File: src/rtl/mmc_cmd_pkg.sv
package mmc_cmd_pkg;

    localparam int ADDR_W   = 5;
    localparam int BLEN_W   = 12;
    localparam int BCNT_W   = 16;
    localparam int CNT_W    = BLEN_W + BCNT_W;
    localparam int IDX_W    = 6;
    localparam int CTRL_W   = 14;
    localparam int SHORT_RSP_BYTES = 4;
    localparam int LONG_RSP_BYTES  = 16;

    // register word addresses
    localparam logic [ADDR_W-1:0] RA_CLK   = 5'd0;
    localparam logic [ADDR_W-1:0] RA_STAT  = 5'd1;
    localparam logic [ADDR_W-1:0] RA_RATE  = 5'd2;
    localparam logic [ADDR_W-1:0] RA_CTRL  = 5'd3;
    localparam logic [ADDR_W-1:0] RA_RTO   = 5'd4;
    localparam logic [ADDR_W-1:0] RA_DTO   = 5'd5;
    localparam logic [ADDR_W-1:0] RA_BLEN  = 5'd6;
    localparam logic [ADDR_W-1:0] RA_BCNT  = 5'd7;
    localparam logic [ADDR_W-1:0] RA_INT   = 5'd8;
    localparam logic [ADDR_W-1:0] RA_IDX   = 5'd9;
    localparam logic [ADDR_W-1:0] RA_ARGH  = 5'd10;
    localparam logic [ADDR_W-1:0] RA_ARGL  = 5'd11;
    localparam logic [ADDR_W-1:0] RA_BYTES = 5'd12;
    localparam logic [ADDR_W-1:0] RA_RESP  = 5'd16;

    // bit positions
    localparam int CK_STOP   = 0;
    localparam int CK_START  = 1;
    localparam int CT_DATA   = 2;
    localparam int CT_STOPTR = 10;
    localparam int ST_TOUT   = 1;
    localparam int ST_CLKON  = 8;
    localparam int ST_END    = 13;
    localparam int IF_END    = 2;
    localparam int IF_CLKOFF = 4;

    localparam logic [31:0] CTRL_MASK = 32'h0000_3dff;
    localparam logic [31:0] CMD_START_BITS = 32'h0000_0040;

    typedef enum logic [1:0] {
        RSP_NONE   = 2'd0,
        RSP_SHORT  = 2'd1,
        RSP_LONG   = 2'd2,
        RSP_SHORTB = 2'd3
    } rsp_kind_e;

    typedef enum logic [1:0] {
        SQ_IDLE  = 2'd0,
        SQ_ISSUE = 2'd1,
        SQ_DATA  = 2'd2
    } sq_state_e;

    typedef struct packed {
        logic [CTRL_W-1:0] ctrl;
        logic [2:0]        rate;
        logic [6:0]        rto;
        logic [15:0]       dto;
        logic [BLEN_W-1:0] blen;
        logic [BCNT_W-1:0] bcnt;
        logic [IDX_W-1:0]  idx;
        logic [31:0]       arg;
    } cfg_t;

    function automatic int min_rsp_bytes(rsp_kind_e k);
        case (k)
            RSP_NONE:  return 0;
            RSP_LONG:  return LONG_RSP_BYTES;
            default:   return SHORT_RSP_BYTES;
        endcase
    endfunction

endpackage

File: src/rtl/mmc_cmd_regs.sv
module mmc_cmd_regs
    import mmc_cmd_pkg::*;
(
    input  logic              clk,
    input  logic              rst,
    input  logic              wr_en,
    input  logic [ADDR_W-1:0] addr,
    input  logic [31:0]       wr_data,
    output cfg_t              cfg
);
    always_ff @(posedge clk) begin
        if (rst) begin
            cfg <= '0;
        end else if (wr_en) begin
            case (addr)
                RA_CTRL: cfg.ctrl <= CTRL_W'(wr_data & CTRL_MASK);
                RA_RATE: cfg.rate <= wr_data[2:0];
                RA_RTO:  cfg.rto  <= wr_data[6:0];
                RA_DTO:  cfg.dto  <= wr_data[15:0];
                RA_BLEN: cfg.blen <= wr_data[BLEN_W-1:0];
                RA_BCNT: cfg.bcnt <= wr_data[BCNT_W-1:0];
                RA_IDX:  cfg.idx  <= wr_data[IDX_W-1:0];
                RA_ARGH: cfg.arg[31:16] <= wr_data[15:0];
                RA_ARGL: cfg.arg[15:0]  <= wr_data[15:0];
                default: ;
            endcase
        end
    end
endmodule

File: src/rtl/mmc_cmd_resp.sv
module mmc_cmd_resp
    import mmc_cmd_pkg::*;
#(
    parameter int RESP_BYTES = 16,
    parameter int LEN_W      = $clog2(RESP_BYTES + 1)
)(
    input  logic                  clk,
    input  logic                  rst,
    input  rsp_kind_e             kind,
    input  logic [LEN_W-1:0]      resp_len,
    input  logic [RESP_BYTES*8-1:0] resp_data,
    input  logic                  capture,
    input  logic [1:0]            word_sel,
    output logic                  len_ok,
    output logic [31:0]           word_out
);
    localparam int RESP_WORDS = (RESP_BYTES + 3) / 4;

    logic [31:0] words [RESP_WORDS];

    assign len_ok = int'(resp_len) >= min_rsp_bytes(kind);

    for (genvar w = 0; w < RESP_WORDS; w++) begin : g_word
        always_ff @(posedge clk) begin
            if (rst)
                words[w] <= '0;
            else if (capture)
                words[w] <= resp_data[w*32 +: 32];
        end
    end

    always_comb begin
        word_out = '0;
        for (int w = 0; w < RESP_WORDS; w++)
            if (int'(word_sel) == w) word_out = words[w];
    end
endmodule

File: src/rtl/mmc_cmd_ctrl.sv
module mmc_cmd_ctrl
    import mmc_cmd_pkg::*;
(
    input  logic              clk,
    input  logic              rst,
    input  logic              clk_wr,
    input  logic              ctrl_wr,
    input  logic              int_wr,
    input  logic [31:0]       wr_data,
    input  cfg_t              cfg,
    input  logic              card_ack,
    input  logic              len_ok,
    output logic              card_req,
    output logic              ack_take,
    output logic              capture,
    output logic [31:0]       status,
    output logic [31:0]       int_flags,
    output logic [CNT_W-1:0]  byte_cnt,
    output logic              cmd_active,
    output logic              data_phase,
    output logic              end_pulse
);
    sq_state_e state;
    logic clk_on, pending, st_tout, st_end, if_end, if_off;

    assign ack_take = (state == SQ_ISSUE) && card_ack && !clk_wr && !ctrl_wr;
    assign capture  = ack_take && len_ok;

    always_ff @(posedge clk) begin
        if (rst) begin
            state     <= SQ_IDLE;
            clk_on    <= 1'b0;
            pending   <= 1'b0;
            st_tout   <= 1'b0;
            st_end    <= 1'b0;
            if_end    <= 1'b0;
            if_off    <= 1'b0;
            byte_cnt  <= '0;
            end_pulse <= 1'b0;
        end else begin
            end_pulse <= 1'b0;
            if (int_wr) begin
                if (wr_data[IF_END])    if_end <= 1'b0;
                if (wr_data[IF_CLKOFF]) if_off <= 1'b0;
            end
            if (clk_wr) begin
                if (wr_data[CK_START]) begin
                    clk_on <= 1'b1;
                    if_off <= 1'b0;
                    if (pending && !cfg.ctrl[CT_STOPTR]) begin
                        state   <= SQ_ISSUE;
                        pending <= 1'b0;
                        st_tout <= 1'b0;
                        st_end  <= 1'b0;
                    end
                end
                if (wr_data[CK_STOP]) begin
                    clk_on <= 1'b0;
                    if_off <= 1'b1;
                    state  <= SQ_IDLE;
                end
            end else if (ctrl_wr) begin
                pending <= 1'b1;
                state   <= SQ_IDLE;
                if (!wr_data[CT_STOPTR]) begin
                    st_tout <= 1'b0;
                    st_end  <= 1'b0;
                    if (clk_on) begin
                        state   <= SQ_ISSUE;
                        pending <= 1'b0;
                    end
                end
            end else if (ack_take) begin
                end_pulse <= 1'b1;
                if_end    <= 1'b1;
                if (len_ok) begin
                    st_end <= 1'b1;
                    if (cfg.ctrl[CT_DATA]) begin
                        state    <= SQ_DATA;
                        byte_cnt <= CNT_W'(cfg.bcnt) * CNT_W'(cfg.blen);
                    end else begin
                        state <= SQ_IDLE;
                    end
                end else begin
                    st_tout <= 1'b1;
                    state   <= SQ_IDLE;
                end
            end
        end
    end

    always_comb begin
        status = '0;
        status[ST_TOUT]  = st_tout;
        status[ST_CLKON] = clk_on;
        status[ST_END]   = st_end;
        int_flags = '0;
        int_flags[IF_END]    = if_end;
        int_flags[IF_CLKOFF] = if_off;
    end

    assign card_req   = (state == SQ_ISSUE);
    assign cmd_active = (state != SQ_IDLE);
    assign data_phase = (state == SQ_DATA);

    // a request is only ever driven with the clock running
    p_req_needs_clk_r5: assert property (@(posedge clk) disable iff (rst)
        card_req |-> status[ST_CLKON]);

    // stop-clock write drops the clock, the request and raises the flag
    p_stop_clock_r7: assert property (@(posedge clk) disable iff (rst)
        (clk_wr && wr_data[CK_STOP]) |=> (!status[ST_CLKON] && !card_req && !data_phase && int_flags[IF_CLKOFF]));

    // an accepted acknowledge always yields the end-of-command event
    p_end_event_r10: assert property (@(posedge clk) disable iff (rst)
        ack_take |=> (end_pulse && int_flags[IF_END]));

    // a short response reports timeout and idles
    p_short_rsp_r8: assert property (@(posedge clk) disable iff (rst)
        (ack_take && !len_ok) |=> (status[ST_TOUT] && !cmd_active));

    // timeout and end-of-response never reported together
    p_excl_r8: assert property (@(posedge clk) disable iff (rst)
        !(status[ST_TOUT] && status[ST_END]));

    // a valid response with data enabled arms the data phase
    p_data_arm_r9: assert property (@(posedge clk) disable iff (rst)
        (ack_take && len_ok && cfg.ctrl[CT_DATA]) |=> (data_phase && status[ST_END]));
endmodule

File: src/rtl/mmc_cmd_seq.sv
module mmc_cmd_seq
    import mmc_cmd_pkg::*;
#(
    parameter int RESP_BYTES = 16,
    parameter int LEN_W      = $clog2(RESP_BYTES + 1)
)(
    input  logic                    clk,
    input  logic                    rst,
    input  logic                    wr_en,
    input  logic [ADDR_W-1:0]       addr,
    input  logic [31:0]             wr_data,
    output logic [31:0]             rd_data,
    output logic                    card_req,
    output logic [IDX_W-1:0]        card_cmd,
    output logic [31:0]             card_arg,
    input  logic                    card_ack,
    input  logic [LEN_W-1:0]        card_resp_len,
    input  logic [RESP_BYTES*8-1:0] card_resp,
    output logic                    cmd_active,
    output logic                    data_phase,
    output logic [CNT_W-1:0]        data_bytes,
    output logic                    end_cmd_pulse,
    output logic                    irq
);
    cfg_t        cfg;
    logic        len_ok, ack_take, capture;
    logic [31:0] status, int_flags, resp_word;

    wire clk_wr  = wr_en && (addr == RA_CLK);
    wire ctrl_wr = wr_en && (addr == RA_CTRL);
    wire int_wr  = wr_en && (addr == RA_INT);

    mmc_cmd_regs u_regs (
        .clk     (clk),
        .rst     (rst),
        .wr_en   (wr_en),
        .addr    (addr),
        .wr_data (wr_data),
        .cfg     (cfg)
    );

    mmc_cmd_resp #(.RESP_BYTES(RESP_BYTES), .LEN_W(LEN_W)) u_resp (
        .clk       (clk),
        .rst       (rst),
        .kind      (rsp_kind_e'(cfg.ctrl[1:0])),
        .resp_len  (card_resp_len),
        .resp_data (card_resp),
        .capture   (capture),
        .word_sel  (addr[1:0]),
        .len_ok    (len_ok),
        .word_out  (resp_word)
    );

    mmc_cmd_ctrl u_ctrl (
        .clk        (clk),
        .rst        (rst),
        .clk_wr     (clk_wr),
        .ctrl_wr    (ctrl_wr),
        .int_wr     (int_wr),
        .wr_data    (wr_data),
        .cfg        (cfg),
        .card_ack   (card_ack),
        .len_ok     (len_ok),
        .card_req   (card_req),
        .ack_take   (ack_take),
        .capture    (capture),
        .status     (status),
        .int_flags  (int_flags),
        .byte_cnt   (data_bytes),
        .cmd_active (cmd_active),
        .data_phase (data_phase),
        .end_pulse  (end_cmd_pulse)
    );

    assign card_cmd = cfg.idx;
    assign card_arg = cfg.arg;
    assign irq      = |int_flags;

    always_comb begin
        rd_data = '0;
        case (addr)
            RA_STAT:  rd_data = status;
            RA_RATE:  rd_data = 32'(cfg.rate);
            RA_CTRL:  rd_data = 32'(cfg.ctrl);
            RA_RTO:   rd_data = 32'(cfg.rto);
            RA_DTO:   rd_data = 32'(cfg.dto);
            RA_BLEN:  rd_data = 32'(cfg.blen);
            RA_BCNT:  rd_data = 32'(cfg.bcnt);
            RA_INT:   rd_data = int_flags;
            RA_IDX:   rd_data = 32'(cfg.idx) | CMD_START_BITS;
            RA_ARGH:  rd_data = {16'h0, cfg.arg[31:16]};
            RA_ARGL:  rd_data = {16'h0, cfg.arg[15:0]};
            RA_BYTES: rd_data = 32'(data_bytes);
            default:  if (addr[4:2] == RA_RESP[4:2]) rd_data = resp_word;
        endcase
    end
endmodule

File: config.mk
export PLATFORM = sky130hd
export DESIGN_NAME = mmc_cmd_seq
export DESIGN_NICKNAME = d
export VERILOG_FILES = /design/src/rtl/mmc_cmd_pkg.sv /design/src/rtl/mmc_cmd_regs.sv /design/src/rtl/mmc_cmd_resp.sv /design/src/rtl/mmc_cmd_ctrl.sv /design/src/rtl/mmc_cmd_seq.sv
export SDC_FILE = /design/constraint.sdc
export NUM_CORES = 1
export LEC_CHECK = 0
export BUFFER_PORTS_ARGS = -buffer_cell sky130_fd_sc_hd__clkbuf_2
export CORE_AREA = 2 2 190 192
export DETAILED_ROUTE_END_ITERATION = 8
export DIE_AREA = 0 0 192 194
export PLACE_DENSITY = 0.77
export SETUP_SLACK_MARGIN = 0.1
export SLEW_MARGIN = 10
export SYNTH_ARGS = -nofsm -noshare
export SYNTH_HDL_FRONTEND = slang
export SYNTH_SLANG_ARGS = --single-unit
File: constraint.sdc
create_clock -name clk -period 8.4 [get_ports clk]
set_input_delay 1.68 -clock clk [delete_from_list [all_inputs] [get_ports clk]]
set_output_delay 1.68 -clock clk [all_outputs]
set_load 0.005 [all_outputs]
; Yosys cells after proc, flatten, opt, wreduce, memory -nomap -nowiden
; Memory sizes are Yosys's and may differ from the RTL's.
; Cells that the tools add are included.
; Widths: inputs -> output; s select.
[classes]
n_mul = 1
n_lt_le_gt_ge = 1
eq_ne = 25
n_mux = 54
n_bitwise = 6
reduce_logical = 36
[op_table]
columns = cell, count
row1 = $pmux 32 s12, 1
row2 = $mux 32, 9
row3 = $mux 1, 34
row4 = $mul 16x12->28, 1
row5 = $eq 5x4->1 const B, 5
row6 = $eq 5x3->1 const B, 4
row7 = $reduce_and 2->1, 10
row8 = $mux 2, 9
row9 = $reduce_and 5->1, 3
row10 = $eq 5x2->1 const B, 2
row11 = $pmux 5 s2, 1
row12 = $eq 2x2->1 const B, 4
row13 = $logic_and 1x1->1, 8
row14 = $ne 3x3->1 const B, 2
row15 = $reduce_and 3->1, 2
row16 = $reduce_bool 2->1, 3
row17 = $reduce_bool 3->1, 2
row18 = $eq 5x1->1 const B, 1
row19 = $ge 5x5->1, 1
row20 = $logic_not 5->1, 1
row21 = $eq 2x1->1 const B, 2
row22 = $logic_not 2->1, 2
row23 = $ne 2x2->1 const B, 2
row24 = $or 1x1->1, 4
row25 = other kinds (7), 10
[totals]
ff_bits = 142
ram_bits = 128
input_bits = 174
output_inout_bits = 103
n_memories = 1
[mem_list]
columns = name, words, word_bits, rd, rd_ports_with_merged_regs, write_ports, line
row1 = u_resp.words, 4, 32, 4, 0, 4, mmc_cmd_resp.sv:19  ; logic [31:0] words [RESP_WORDS];

; Longest topological paths before layout
[logic_depth]
ltp_word = 10
mapped_depth = 20

; Modules after synthesis
; Synthesis repeated with hierarchy kept, for this count alone.
[unflattened]
hier_cells = 1966
area_unflattened_um2 = 19991.7
[modules_own_cells]
columns = mod, n_inst, cells_per_inst, area_per_inst_um2, seq_area_each_um2
row1 = mmc_cmd_ctrl, 1, 988, 8142.8, 740.7
row2 = mmc_cmd_resp, 1, 319, 5585.4, 3843.7
row3 = mmc_cmd_regs, 1, 380, 4261.6, 2102.0
row4 = mmc_cmd_seq, 1, 279, 2001.9, 0.0

; Worst setup path after synthesis
; Ideal clock, no wire load.
[synth_path]
path_kind = in2reg
from = in card_resp_len[2]
to = mem u_resp.words[0][0] (enable)
setup_time_ns = 0.641
arrival_time_ns = 8.302
t_required_ns = 7.759
path_slack_ns = -0.544
cell_stages = 6
cell_sequence = inv_1 ha_1 nor3b_1 o31a_1 nor2_1 o21bai_1
[synth_rtl]
columns = element, line
row1 = start: declaration, mmc_cmd_seq.sv:17  ; input logic [LEN_W-1:0] card_resp_len,
row2 = end: declaration, mmc_cmd_resp.sv:19

; Worst setup path after layout
[layout_path]
from = reg u_regs.cfg[60] (netlist name)
to = reg u_ctrl.byte_cnt[26]
[layout_between]
elab_chain_len = 1
[layout_rtl]
columns = element, line
row1 = $mul 16x12->28, mmc_cmd_ctrl.sv:80  ; byte_cnt <= CNT_W'(cfg.bcnt) * CNT_W'(cfg.blen);
row2 = end signal: assignment, mmc_cmd_ctrl.sv:80
row3 = end: declaration, mmc_cmd_ctrl.sv:18  ; output logic [CNT_W-1:0] byte_cnt,
; No other way between the ends.
; A chain may end at the register's enable or synchronous reset.

==> flow_metrics.tcl <==
set metrics [dict create \
    drtAntennaViolNets 0 \
    die_w_um 192 \
    min_period_ps 6150 \
    seq_area_frac_synth_pct 36.1 \
    grt-ovfl-total 0 \
    path_class "flip-flop to flip-flop" \
    cts-resized-gates 0 \
    hold_buffers 0 \
    path_common_cell "fa_1" \
    detail_route.iter0.violations 1411 \
    synth_top_area_share_pct 20.8 \
    setup_viol 0 \
    area_growth_pct 10.7 \
    io_pins 277 \
    status "finished clean" \
    synth_area_um2 18500 \
    cp_cell_sequence "nand2_1, fa_1, inv_1, fa_1, fa_1, fa_1, inv_1, fa_1, inv_1, ha_1, nand3_1, nor2_1, a2111oi_4, nor4bb_4, mux2_1, o31ai_1" \
    irDropWorstVdd_mv 0.181 \
    grt_max_degree 129 \
    via_per_inst 5.89 \
    synth_edf_count 128 \
    hp-class "flip-flop to flip-flop" \
    cellPowerDensity_nw_per_um2 139 \
    post-place-ws_ps 2310 \
    firstDrtPassIters 7 \
    vias 14900 \
    cts_root_buf "clkbuf_16" \
    period_share_pct 73.2 \
    rsz0062_at_grt "false" \
    clockBufferDepth 3 \
    nets 2434 \
    clkTransAtPathRegs_ps 60 \
    arrival_ps 6600 \
    worstPathMaxFanout 18 \
    cts_max_level 1 \
    grt_usage_pct 27.9 \
    cts_tree "yes" \
    critical-path-top-delay-family "adder cells" \
    syn_nets 2307 \
    final_layout_size_suffix_gt1_share_pct 17.7 \
    portBuffers 260 \
    path_buf_inv 3 \
    worst_pin_slew_ps 1200 \
    drv_cap 0 \
    synth.avg_cell_area_um2 9.61 \
    ys_types 74 \
    synth_area_leaders "edfxtp_1 21%, dfxtp_1 15%, fa_1 15%" \
    dpl.hpwl_mm 37.8 \
    finalInstanceArea_um2 20500 \
    cts_sinks 270 \
    yosysWarnings 0 \
    cts-buffers-inserted 26 \
    clock_latency_ps 550 \
    cellLeakagePower_nw 8.85 \
    slew_viol_final 0 \
    setup-tns-final_ps 0 \
    fmax_ghz 0.163 \
    cp-end-kind "flip-flop" \
    coreArea_um2 35200 \
    maxSlewHeadroom_pct 19.1 \
    row_count 69 \
    cts_setup_buffers 0 \
    grt_pass1_wl_mm 80.6 \
    cp_data_required_time_ps 8860 \
    drt_drc_violations_left 0 \
    fp.dieH_um 194 \
    die_area_um2 37200 \
    critical_path.slowest_cell "dfxtp_1" \
    synthFlopType "dfxtp_1" \
    yosysTopAreaCell "edfxtp_1" \
    first_global_vias 15100 \
    synthArstFlopShare_pct 0 \
    place.gp.congestion 0.910 \
    drt_wl_total_mm 51.9 \
    power.total_mw 2.85 \
    cp-start-kind "flip-flop" \
    slowest_delay_ps 910 \
    final_hold_viol_count 0 \
    antenna_found_initial 2 \
    fin_ws_ps 2250 \
    synthCells 1925 \
    ys_ff_latch 270 \
    avgRoutedWirePerCell_um 20.5 \
    start_util_pct 52.5 \
    skew_ps 8.18 \
    placed_area_um2 19500 \
]
power breakdown:
group,leakage [nW],switching (mW),internal (mW)
registers,2.47,0.0136,1.40
clock network,0.440,0.510,0.753
logic,5.94,0.104,0.0661
state kept, by name (all words and copies together), names as in the netlist, 2 cells and up:
name,flops
u_ctrl.state,2
u_regs.cfg,105
u_resp.words,128
u_ctrl.byte_cnt,28
worst paths after layout:
kind / startpoint / to / slack [ps] / depth (start not counted)
hold reg to reg: u_regs.cfg[73] / u_regs.cfg[73] / 450 / 2
setup / recovery: u_regs.cfg[60] / u_ctrl.byte_cnt[26] / 2250 / 16
hold / removal: u_regs.cfg[73] / u_regs.cfg[73] / 450 / 2
setup reg to reg: u_regs.cfg[60] / u_ctrl.byte_cnt[26] / 2250 / 16
layout by cell type (no fill, tap or decap), types with 7 or more instances in the layout:
cell type  instances
mux4_2            32
a222oi_1          16
xnor2_1            8
nor2b_1            8
ha_1              68
dfxtp_1          142
nand4_1            7
nand2_1          360
nor2_1            39
inv_1            175
o21a_1            16
and2_1           197
a21oi_1          148
o21ai_0           26
clkbuf_16         26
o31ai_1            7
a22o_1            15
nand2b_1           7
buf_4             11
o211ai_1           8
clkbuf_2         259
edfxtp_1         128
nand3_1           46
nand3b_1          14
and3_1            12
a21o_1             7
nor3_1            18
fa_1             140
a22oi_1           26
metrics by stage:
step / instances / hold WS, ps / utilization (%)
global route: 2534 / 466 / 58.1
global placement: 2485 / 441 / 55.5
detailed placement: 2485 / 447 / 55.5
floorplan: 1925 / 431 / -
CTS: 2533 / 456 / 58.1
finish: 2536 / 455 / 58.1
worst reg2reg max path, stage by stage (launching register included):
cell	delay, ps
dfxtp_1	910
nand2_1	210
fa_1	600
inv_1	70
fa_1	560
fa_1	440
fa_1	490
inv_1	50
fa_1	470
inv_1	50
ha_1	370
nand3_1	250
nor2_1	350
a2111oi_4	140
nor4bb_4	460
mux2_1	370
o31ai_1	260
cells by family (layout without fill, tap and decap cells):
family          Yosys count  in the layout  synth area share, %
xor+xnor                  9              9                0.426
fa+ha+maj               208            208                 19.8
buf+inv                 346            493                 8.53
compound gates          311            311                 11.0
simple gates            737            737                 19.6
mux                      44             44                 4.59
other cells               0              3                    0
flops                   270            270                 36.1
metal layers:
| metal | track usage, % | vias up | wire length (µm) |
|---|---|---|---|
| li1 | - | 6651 | - |
| met3 | 6.79 | 167 | 5670 |
| met2 | 44.5 | 853 | 24500 |
| met1 | 35.0 | 7259 | 19000 |
| met5 | 0 | - | 12 |
| met4 | 14.7 | 2 | 2680 |
cell usage after synthesis, drive strengths merged (32+ instances only):
master	count
fa	140
edfxtp	128
nor2	41
clkbuf	86
nand3	46
nand2	361
mux4	32
ha	68
dfxtp	142
and2	197
inv	175
buf	85
a21oi	148
final cells by class:
cell class,instances,area (µm²)
flip-flops and latches,270,6690
multi-input cells,1309,10200
inverters,175,657
clock buffers,36,719
clock inverters,12,198
fillers,3011,14800
repair buffers,270,1380
well taps,461,577
diodes,3,7.51
(Power assumes the default switching activity.)
